## src/rtl/irqc_pkg.sv

```systemverilog
package irqc_pkg;
    localparam int NSRC   = 7;
    localparam int NEXT   = 3;
    localparam int NINT   = 3;
    localparam int SW     = 16;
    localparam int DEPTH  = 7;
    localparam int VA_W   = 14;
    localparam int IDX_W  = $clog2(NSRC);
    localparam int LVL_W  = $clog2(DEPTH + 1);
    localparam int CTRL_W = NEXT + 1;

    // Source index fed by external pin k and by internal line k.
    function automatic int ext_src(input int k);
        return (k == 0) ? 1 : k + 3;
    endfunction

    function automatic int int_src(input int k);
        return (k < 2) ? k + 2 : 6;
    endfunction
endpackage

```

## src/rtl/irqc_capture.sv

```systemverilog
module irqc_capture
    import irqc_pkg::*;
(
    input  logic            clk,
    input  logic            rst_n,
    input  logic            boot_req_i,
    input  logic [NEXT-1:0] ext_n_i,
    input  logic [NINT-1:0] int_req_i,
    input  logic [NEXT-1:0] edge_sel_i,
    input  logic [NSRC-1:0] force_i,
    input  logic [NSRC-1:0] clear_i,
    output logic [NSRC-1:0] pend_o
);
    typedef struct packed {
        logic [NSRC-1:0] lat;
        logic [NEXT-1:0] prev;
    } cap_t;

    cap_t            cap_d, cap_q;
    logic [NSRC-1:0] set_v, lvl_v;

    always_comb begin
        cap_d    = cap_q;
        set_v    = force_i;
        lvl_v    = '0;
        set_v[0] = set_v[0] | boot_req_i;
        for (int k = 0; k < NEXT; k++) begin
            if (edge_sel_i[k])
                set_v[ext_src(k)] = set_v[ext_src(k)] | (cap_q.prev[k] & ~ext_n_i[k]);
            else
                lvl_v[ext_src(k)] = ~ext_n_i[k];
        end
        for (int k = 0; k < NINT; k++)
            set_v[int_src(k)] = set_v[int_src(k)] | int_req_i[k];
        cap_d.lat  = (cap_q.lat & ~clear_i) | set_v;
        cap_d.prev = ext_n_i;
        pend_o     = cap_q.lat | lvl_v;
    end

    always_ff @(posedge clk or negedge rst_n) begin
        if (!rst_n) begin
            cap_q.lat  <= '0;
            cap_q.prev <= '1;
        end else begin
            cap_q <= cap_d;
        end
    end
endmodule

```

## src/rtl/irqc_arbiter.sv

```systemverilog
module irqc_arbiter
    import irqc_pkg::*;
(
    input  logic [NSRC-1:0]  req_i,
    output logic [NSRC-1:0]  grant_o,
    output logic [IDX_W-1:0] idx_o,
    output logic             valid_o
);
    always_comb begin
        grant_o = '0;
        idx_o   = '0;
        valid_o = 1'b0;
        for (int i = NSRC - 1; i >= 0; i--) begin
            if (req_i[i]) begin
                grant_o    = '0;
                grant_o[i] = 1'b1;
                idx_o      = IDX_W'(i);
                valid_o    = 1'b1;
            end
        end
    end
endmodule

```

## src/rtl/irqc_stack.sv

```systemverilog
module irqc_stack
    import irqc_pkg::*;
#(
    parameter int EW = 2 * SW + NSRC
) (
    input  logic             clk,
    input  logic             rst_n,
    input  logic             push_i,
    input  logic             pop_i,
    input  logic [EW-1:0]    din_i,
    output logic [EW-1:0]    top_o,
    output logic [LVL_W-1:0] lvl_o,
    output logic             ovf_o,
    output logic             unf_o
);
    localparam logic [LVL_W-1:0] FULL = LVL_W'(DEPTH);

    typedef struct packed {
        logic [DEPTH-1:0][EW-1:0] mem;
        logic [LVL_W-1:0]         lvl;
        logic                     ovf;
        logic                     unf;
    } stk_t;

    stk_t stk_d, stk_q;

    always_comb begin
        stk_d = stk_q;
        if (pop_i) begin
            if (stk_q.lvl == '0) stk_d.unf = 1'b1;
            else                 stk_d.lvl = stk_q.lvl - 1'b1;
        end
        if (push_i) begin
            if (stk_d.lvl == FULL) begin
                stk_d.ovf = 1'b1;
            end else begin
                stk_d.mem[stk_d.lvl] = din_i;
                stk_d.lvl            = stk_d.lvl + 1'b1;
            end
        end
        top_o = (stk_q.lvl == '0) ? '0 : stk_q.mem[stk_q.lvl - 1'b1];
        lvl_o = stk_q.lvl;
        ovf_o = stk_q.ovf;
        unf_o = stk_q.unf;
    end

    always_ff @(posedge clk or negedge rst_n) begin
        if (!rst_n) stk_q <= '0;
        else        stk_q <= stk_d;
    end

    p_level_bound_r10: assert property (@(posedge clk) disable iff (!rst_n)
        stk_q.lvl <= FULL);
    p_no_overflow_r10: assert property (@(posedge clk) disable iff (!rst_n)
        (push_i && !pop_i && stk_q.lvl == FULL) |=> (stk_q.ovf && stk_q.lvl == FULL));
    p_ovf_sticky_r10: assert property (@(posedge clk) disable iff (!rst_n)
        stk_q.ovf |=> stk_q.ovf);
    p_empty_pop_r11: assert property (@(posedge clk) disable iff (!rst_n)
        (pop_i && !push_i && stk_q.lvl == '0) |=> (stk_q.unf && stk_q.lvl == '0));
endmodule

```

## src/rtl/irq_vector_ctrl.sv

```systemverilog
module irq_vector_ctrl
    import irqc_pkg::*;
(
    input  logic              clk,
    input  logic              rst_n,
    input  logic              boot_req_i,
    input  logic [NEXT-1:0]   ext_n_i,
    input  logic [NINT-1:0]   int_req_i,
    input  logic              mask_we_i,
    input  logic [NSRC-1:0]   mask_wdata_i,
    input  logic              ctrl_we_i,
    input  logic [CTRL_W-1:0] ctrl_wdata_i,
    input  logic              fc_we_i,
    input  logic [2*NSRC-1:0] fc_wdata_i,
    input  logic [SW-1:0]     astat_i,
    input  logic [SW-1:0]     mstat_i,
    input  logic              ack_i,
    input  logic              rti_i,
    output logic              irq_valid_o,
    output logic [VA_W-1:0]   vector_o,
    output logic [NSRC-1:0]   mask_o,
    output logic [LVL_W-1:0]  depth_o,
    output logic              ovf_o,
    output logic              unf_o,
    output logic [SW-1:0]     saved_astat_o,
    output logic [SW-1:0]     saved_mstat_o
);
    localparam int EW = 2 * SW + NSRC;

    typedef struct packed {
        logic [NSRC-1:0] mask;
        logic            nest;
        logic [NEXT-1:0] edge_sel;
        logic [NSRC-1:0] act;
        logic [SW-1:0]   pa;
        logic [SW-1:0]   pm;
    } top_t;

    top_t             st_d, st_q;
    logic [NSRC-1:0]  pend, allow, elig, grant, force_v, clear_v;
    logic [IDX_W-1:0] sel_idx;
    logic             sel_valid, claim, blocked, retired;
    logic [EW-1:0]    top_entry;

    irqc_capture u_cap (
        .clk        (clk),
        .rst_n      (rst_n),
        .boot_req_i (boot_req_i),
        .ext_n_i    (ext_n_i),
        .int_req_i  (int_req_i),
        .edge_sel_i (st_q.edge_sel),
        .force_i    (force_v),
        .clear_i    (clear_v),
        .pend_o     (pend)
    );

    irqc_arbiter u_arb (
        .req_i   (elig),
        .grant_o (grant),
        .idx_o   (sel_idx),
        .valid_o (sel_valid)
    );

    irqc_stack #(.EW(EW)) u_stk (
        .clk    (clk),
        .rst_n  (rst_n),
        .push_i (ack_i),
        .pop_i  (rti_i),
        .din_i  ({astat_i, mstat_i, st_q.mask}),
        .top_o  (top_entry),
        .lvl_o  (depth_o),
        .ovf_o  (ovf_o),
        .unf_o  (unf_o)
    );

    always_comb begin
        blocked = 1'b0;
        for (int i = 0; i < NSRC; i++) begin
            blocked  = blocked | st_q.act[i];
            allow[i] = st_q.nest ? ~blocked : (st_q.act == '0);
        end
        elig    = pend & (st_q.mask | NSRC'(1)) & allow;
        claim   = ack_i & sel_valid;
        force_v = fc_we_i ? fc_wdata_i[NSRC-1:0] : '0;
        clear_v = (fc_we_i ? fc_wdata_i[2*NSRC-1:NSRC] : '0) | (claim ? grant : '0);

        st_d    = st_q;
        retired = 1'b0;
        if (rti_i) begin
            for (int i = 0; i < NSRC; i++) begin
                if (st_q.act[i] && !retired) begin
                    st_d.act[i] = 1'b0;
                    retired     = 1'b1;
                end
            end
            if (depth_o != '0) begin
                {st_d.pa, st_d.pm, st_d.mask} = top_entry;
            end
        end
        if (claim)     st_d.act  = st_d.act | grant;
        if (mask_we_i) st_d.mask = mask_wdata_i;
        if (ctrl_we_i) begin
            st_d.edge_sel = ctrl_wdata_i[NEXT-1:0];
            st_d.nest     = ctrl_wdata_i[NEXT];
        end

        irq_valid_o   = sel_valid;
        vector_o      = sel_valid ? (VA_W'(sel_idx) << 2) : '0;
        mask_o        = st_q.mask;
        saved_astat_o = st_q.pa;
        saved_mstat_o = st_q.pm;
    end

    always_ff @(posedge clk or negedge rst_n) begin
        if (!rst_n) st_q <= '0;
        else        st_q <= st_d;
    end

    p_seq_single_r5: assert property (@(posedge clk) disable iff (!rst_n)
        (!st_q.nest && st_q.act != '0) |-> !irq_valid_o);
    p_nest_strict_r6: assert property (@(posedge clk) disable iff (!rst_n)
        (st_q.nest && irq_valid_o) |-> ((st_q.act & ~({NSRC{1'b1}} << (sel_idx + 1'b1))) == '0));
    p_ack_push_r7: assert property (@(posedge clk) disable iff (!rst_n)
        (ack_i && !rti_i && depth_o < LVL_W'(DEPTH)) |=> depth_o == $past(depth_o) + 1'b1);
    p_claim_marks_r7: assert property (@(posedge clk) disable iff (!rst_n)
        (ack_i && irq_valid_o) |=> st_q.act[$past(sel_idx)]);
endmodule

```

## config.mk

```make
export PLATFORM = sky130hd
export DESIGN_NAME = irq_vector_ctrl
export DESIGN_NICKNAME = d
export VERILOG_FILES = /design/src/rtl/irqc_pkg.sv /design/src/rtl/irqc_capture.sv /design/src/rtl/irqc_arbiter.sv /design/src/rtl/irqc_stack.sv /design/src/rtl/irq_vector_ctrl.sv
export SDC_FILE = /design/constraint.sdc
export NUM_CORES = 1
export LEC_CHECK = 0
export ABC_AREA = 1
export BUFFER_PORTS_ARGS = -buffer_cell sky130_fd_sc_hd__buf_2
export CORE_MARGIN = 4
export CORE_UTILIZATION = 30
export DETAILED_ROUTE_END_ITERATION = 7
export GPL_TIMING_DRIVEN = 0
export HOLD_SLACK_MARGIN = 0.02
export PLACE_DENSITY = 0.58
export SLEW_MARGIN = 5
export SYNTH_ARGS = -nofsm -noshare
export SYNTH_HDL_FRONTEND = slang
export SYNTH_SLANG_ARGS = --single-unit
```

## constraint.sdc

```tcl
create_clock -name clk -period 8.8 [get_ports clk]
set_input_delay 0.88 -clock clk [delete_from_list [all_inputs] [get_ports clk]]
set_output_delay 0.88 -clock clk [all_outputs]
set_load 0.01 [all_outputs]
```

==> results.txt <==
Sequential cell area fraction in the yosys report = 54.7%
Aggregate negative setup slack = 0 ps
# setup viols final = 0
FF-to-FF End = u_stk.stk_q[227]
Path type of the worst min-delay path = in2async
Required time of the worst setup path = 9240 ps
Detailed-placement wirelength estimate = 34,200 um
Clock sink count = 338
Violation count after the first detailed-routing iteration = 1,435
CP startpoint = u_stk.lvl_o[0]
Number of cells upsized or downsized after cts = 0
Max capacitance violation total = 0
Met1 global-route usage = 24.3%
Standard cell core area = 0.0506 mm^2
Cells after synthesis = 1,817
Slew at the pin closest to its max-slew limit = 894 ps
Total overflow reported by the global router = 0
Number of primary I/O pins = 130
Synthesized area = 0.0155 mm^2
Total of buffers placed on input and output ports = 116
Highest attainable clock frequency = 197 MHz
Total power per unit cell area = 413 mW/mm^2
Met3 track utilization from global routing = 3.19%
Launch instance of the worst register-to-register path = u_stk.lvl_o[0]
Count of endpoints failing hold in the final timing report = 0
Antenna Nets Post-Route = 0
Busiest layer in global routing = met2
Static Leak = 8.69 nW
Post-detailed-placement cell area = 0.0170 mm^2
Top cell by count, worst path = nand2_1
DR vias/cell = 4.97
Setup repair after global routing missed its margin = false
Status = complete, no violations
Detailed-route wire length = 50,600 um
Hold buffer count at cts = 0
Count of H-tree levels built during CTS = 2
Final clock skew = 12.6 ps
Drc violations = 0
CTS tree = built
Placer congestion estimate = 0.865
Wire length of the first global-routing pass = 78,800 um
Crit-path max cell delay = 610 ps
Number of antenna violations at the first check in global routing = 1
Global-route usage over all layers = 17.9%
Final critical-path share of the clock period = 57.6%
Count of buffers added by post-CTS timing repair for setup = 0
Worst Setup End Kind = flip-flop
Worst relative slew slack = 40.4%
Worst Reg2Reg Path Length in Cells = 20
Clock insertion delay at the later pin of the skew report = 540 ps
Horizontal extent of the die = 235 um
CP max FO = 11
Layout Utilization = 36.2%
Fin area = 0.0183 mm^2
Via count of the first global-routing pass = 13,400
Cells along the critical path = buf_2 > inv_1 > buf_2 > clkbuf_1 > buf_1 > ha_1 > nand2_1 > nand2_1 > buf_4 > nor2_1 > a21oi_2 > ha_1 > inv_1 > o21ai_4 > inv_4 > nand2_2 > buf_6 > buf_6 > nand2_1 > o21ai_1
Total inserted antenna cells = 0
Worst EP arrival = 5510 ps
R2r setup slk = 3730 ps
Maximum number of pins on one net before global-route repair = 119
Die outline area = 0.0552 mm^2
Row Count = 82
Via total after detailed routing = 13,400
Count of buffer and inverter cells on the critical path = 10
Yosys warning total = 0
Clock Root Buffer = clkbuf_16
Die Height = 235 um
Worst IR drop on VDD = 172 uV
Crit path max-delay family = buffers and inverters
Average detailed-routed wire length per instance = 18.8 um
P&R area growth vs syn = 18.3%
Avg Cell Area, Syn = 8.51 um^2
Kind of start point of the critical path = flip-flop
Worst-case clock buffer depth = 3
Detailed Routing Iterations Pass 1 = 6
Final Max Tran Viols = 0
Number of flip-flops and latches in the synthesized netlist = 338
Effective utilization at floorplan = 30.6%
Clock transition at the registers of the reported paths = 60 ps
Net count of the finished layout = 2,060
Fraction of layout instances using a drive strength above 1 = 15.8%
Distinct cell type count of the synthesized netlist = 41
FILL cells = 5,203
Met2 routing resource usage after global routing = 29.5%
Final period demand of the worst path = 5070 ps
Critical-path top delay cell = clkbuf_1
Start-to-end type of the worst setup path = reg2reg
TritonCTS buffer count = 38
[sequential cells by signal, summed over array words and instances, names as in the netlist]
signal         flops
st_q              11
u_stk.ovf_o        1
mask_o             7
saved_astat_o     16
u_cap.cap_q       10
u_stk.unf_o        1
u_stk.lvl_o        3
u_stk.stk_q      273
saved_mstat_o     16
[cell families (layout without fill, tap and decap cells)]
kind of cell	count (synthesis)	after routing	share of synthesized area (%)
DFF	338	338	54.7
buffers and inverters	248	435	8.52
other	1	11	0.0243
xor gates and xnor gates	3	3	0.340
adders and majority gates	3	3	0.243
AOI/OAI and AO/OA	542	542	19.1
and+or+nand+nor	682	682	17.0
[synth_stat cells, drive strengths merged]
| library cell | instances | share of area [%] |
|---|---|---|
| o21bai | 1 | 0.049 |
| a211oi | 1 | 0.049 |
| clkbuf | 61 | 1.5 |
| nand4 | 1 | 0.041 |
| xnor2 | 1 | 0.11 |
| o211ai | 28 | 1.4 |
| conb | 1 | 0.024 |
| a31o | 1 | 0.057 |
| buf | 106 | 5.0 |
| xor2 | 2 | 0.23 |
| dfrtp | 335 | 54 |
| nand3b | 2 | 0.097 |
| nand3 | 21 | 0.71 |
| a22o | 3 | 0.17 |
| a32o | 1 | 0.065 |
| ha | 3 | 0.24 |
| a31oi | 6 | 0.24 |
| dfstp | 3 | 0.51 |
| nand2 | 530 | 13 |
| nor3 | 2 | 0.065 |
| o221ai | 6 | 0.34 |
| nor2 | 126 | 3.2 |
| o21ai | 385 | 13 |
| o22ai | 37 | 1.5 |
| a21boi | 4 | 0.19 |
| a21oi | 69 | 2.3 |
| inv | 81 | 2.0 |
[worst max path at each step]
stage                       endpoint  slack (ps)  cells after the start
floorplan           u_stk.stk_q[218]        5450                     20
global route        u_stk.stk_q[128]        3560                     20
detailed placement  u_stk.stk_q[251]        3860                     17
finish              u_stk.stk_q[227]        3730                     20
global placement    u_stk.stk_q[250]         330                      1
CTS                 u_stk.stk_q[128]        3820                     20
[cells in the final DEF, fill, tap and decap left out, types with 4 or more instances in the layout]
| cell | n |
|---|---|
| clkbuf_1 | 63 |
| nand2_2 | 6 |
| buf_2 | 145 |
| o21ai_1 | 110 |
| o221ai_1 | 6 |
| o21ai_0 | 264 |
| nand3_1 | 20 |
| a21oi_1 | 67 |
| buf_6 | 18 |
| dfrtp_1 | 335 |
| bufinv_16 | 4 |
| nand2_1 | 524 |
| buf_1 | 4 |
| a21boi_0 | 4 |
| inv_1 | 78 |
| clkinv_2 | 12 |
| clkbuf_2 | 6 |
| nor2_1 | 124 |
| clkbuf_16 | 41 |
| buf_4 | 54 |
| o21ai_2 | 10 |
| o22ai_1 | 37 |
| a31oi_1 | 6 |
| o211ai_1 | 28 |
| conb_1 | 11 |
[layer usage]
| layer | vias to the layer above | wire length (um) | share of wire, % |
|---|---|---|---|
| met5 | - | 13 | 0.026 |
| met4 | 2 | 1210 | 2.4 |
| met3 | 77 | 3540 | 7.0 |
| met2 | 457 | 24000 | 47 |
| met1 | 6527 | 21900 | 43 |
| li1 | 6288 | - | - |
[through the flow]
step                      total power, W  std cells  hold slack (ps)  setup slack, ps
after detailed placement         0.00589       2618              462             3860
after CTS                        0.00755       2686              282             3820
after floorplan                  0.00470       1827              448             5450
after global placement           0.00582       2615              454              326
after global routing             0.00809       2686              302             3560
final                            0.00755       2686              276             3730
[cell type report]
class / count / area, um^2 / area share (%)
inverter: 81 / 307 / 1.68
tap: 672 / 841 / 4.60
buffer: 167 / 1010 / 5.52
timing repair buffer: 119 / 673 / 3.68
multi-input combinational: 1241 / 5720 / 31.3
clock buffer: 52 / 1100 / 6.00
clock inverter: 16 / 180 / 0.985
sequential: 338 / 8460 / 46.3
[report_power, final]
group	switching, W	internal, W	total [W]
clock network	0.000640	0.000990	0.00163
logic	0.00224	0.00111	0.00335
registers	0.000351	0.00221	0.00256
(Power assumes the default switching activity.)
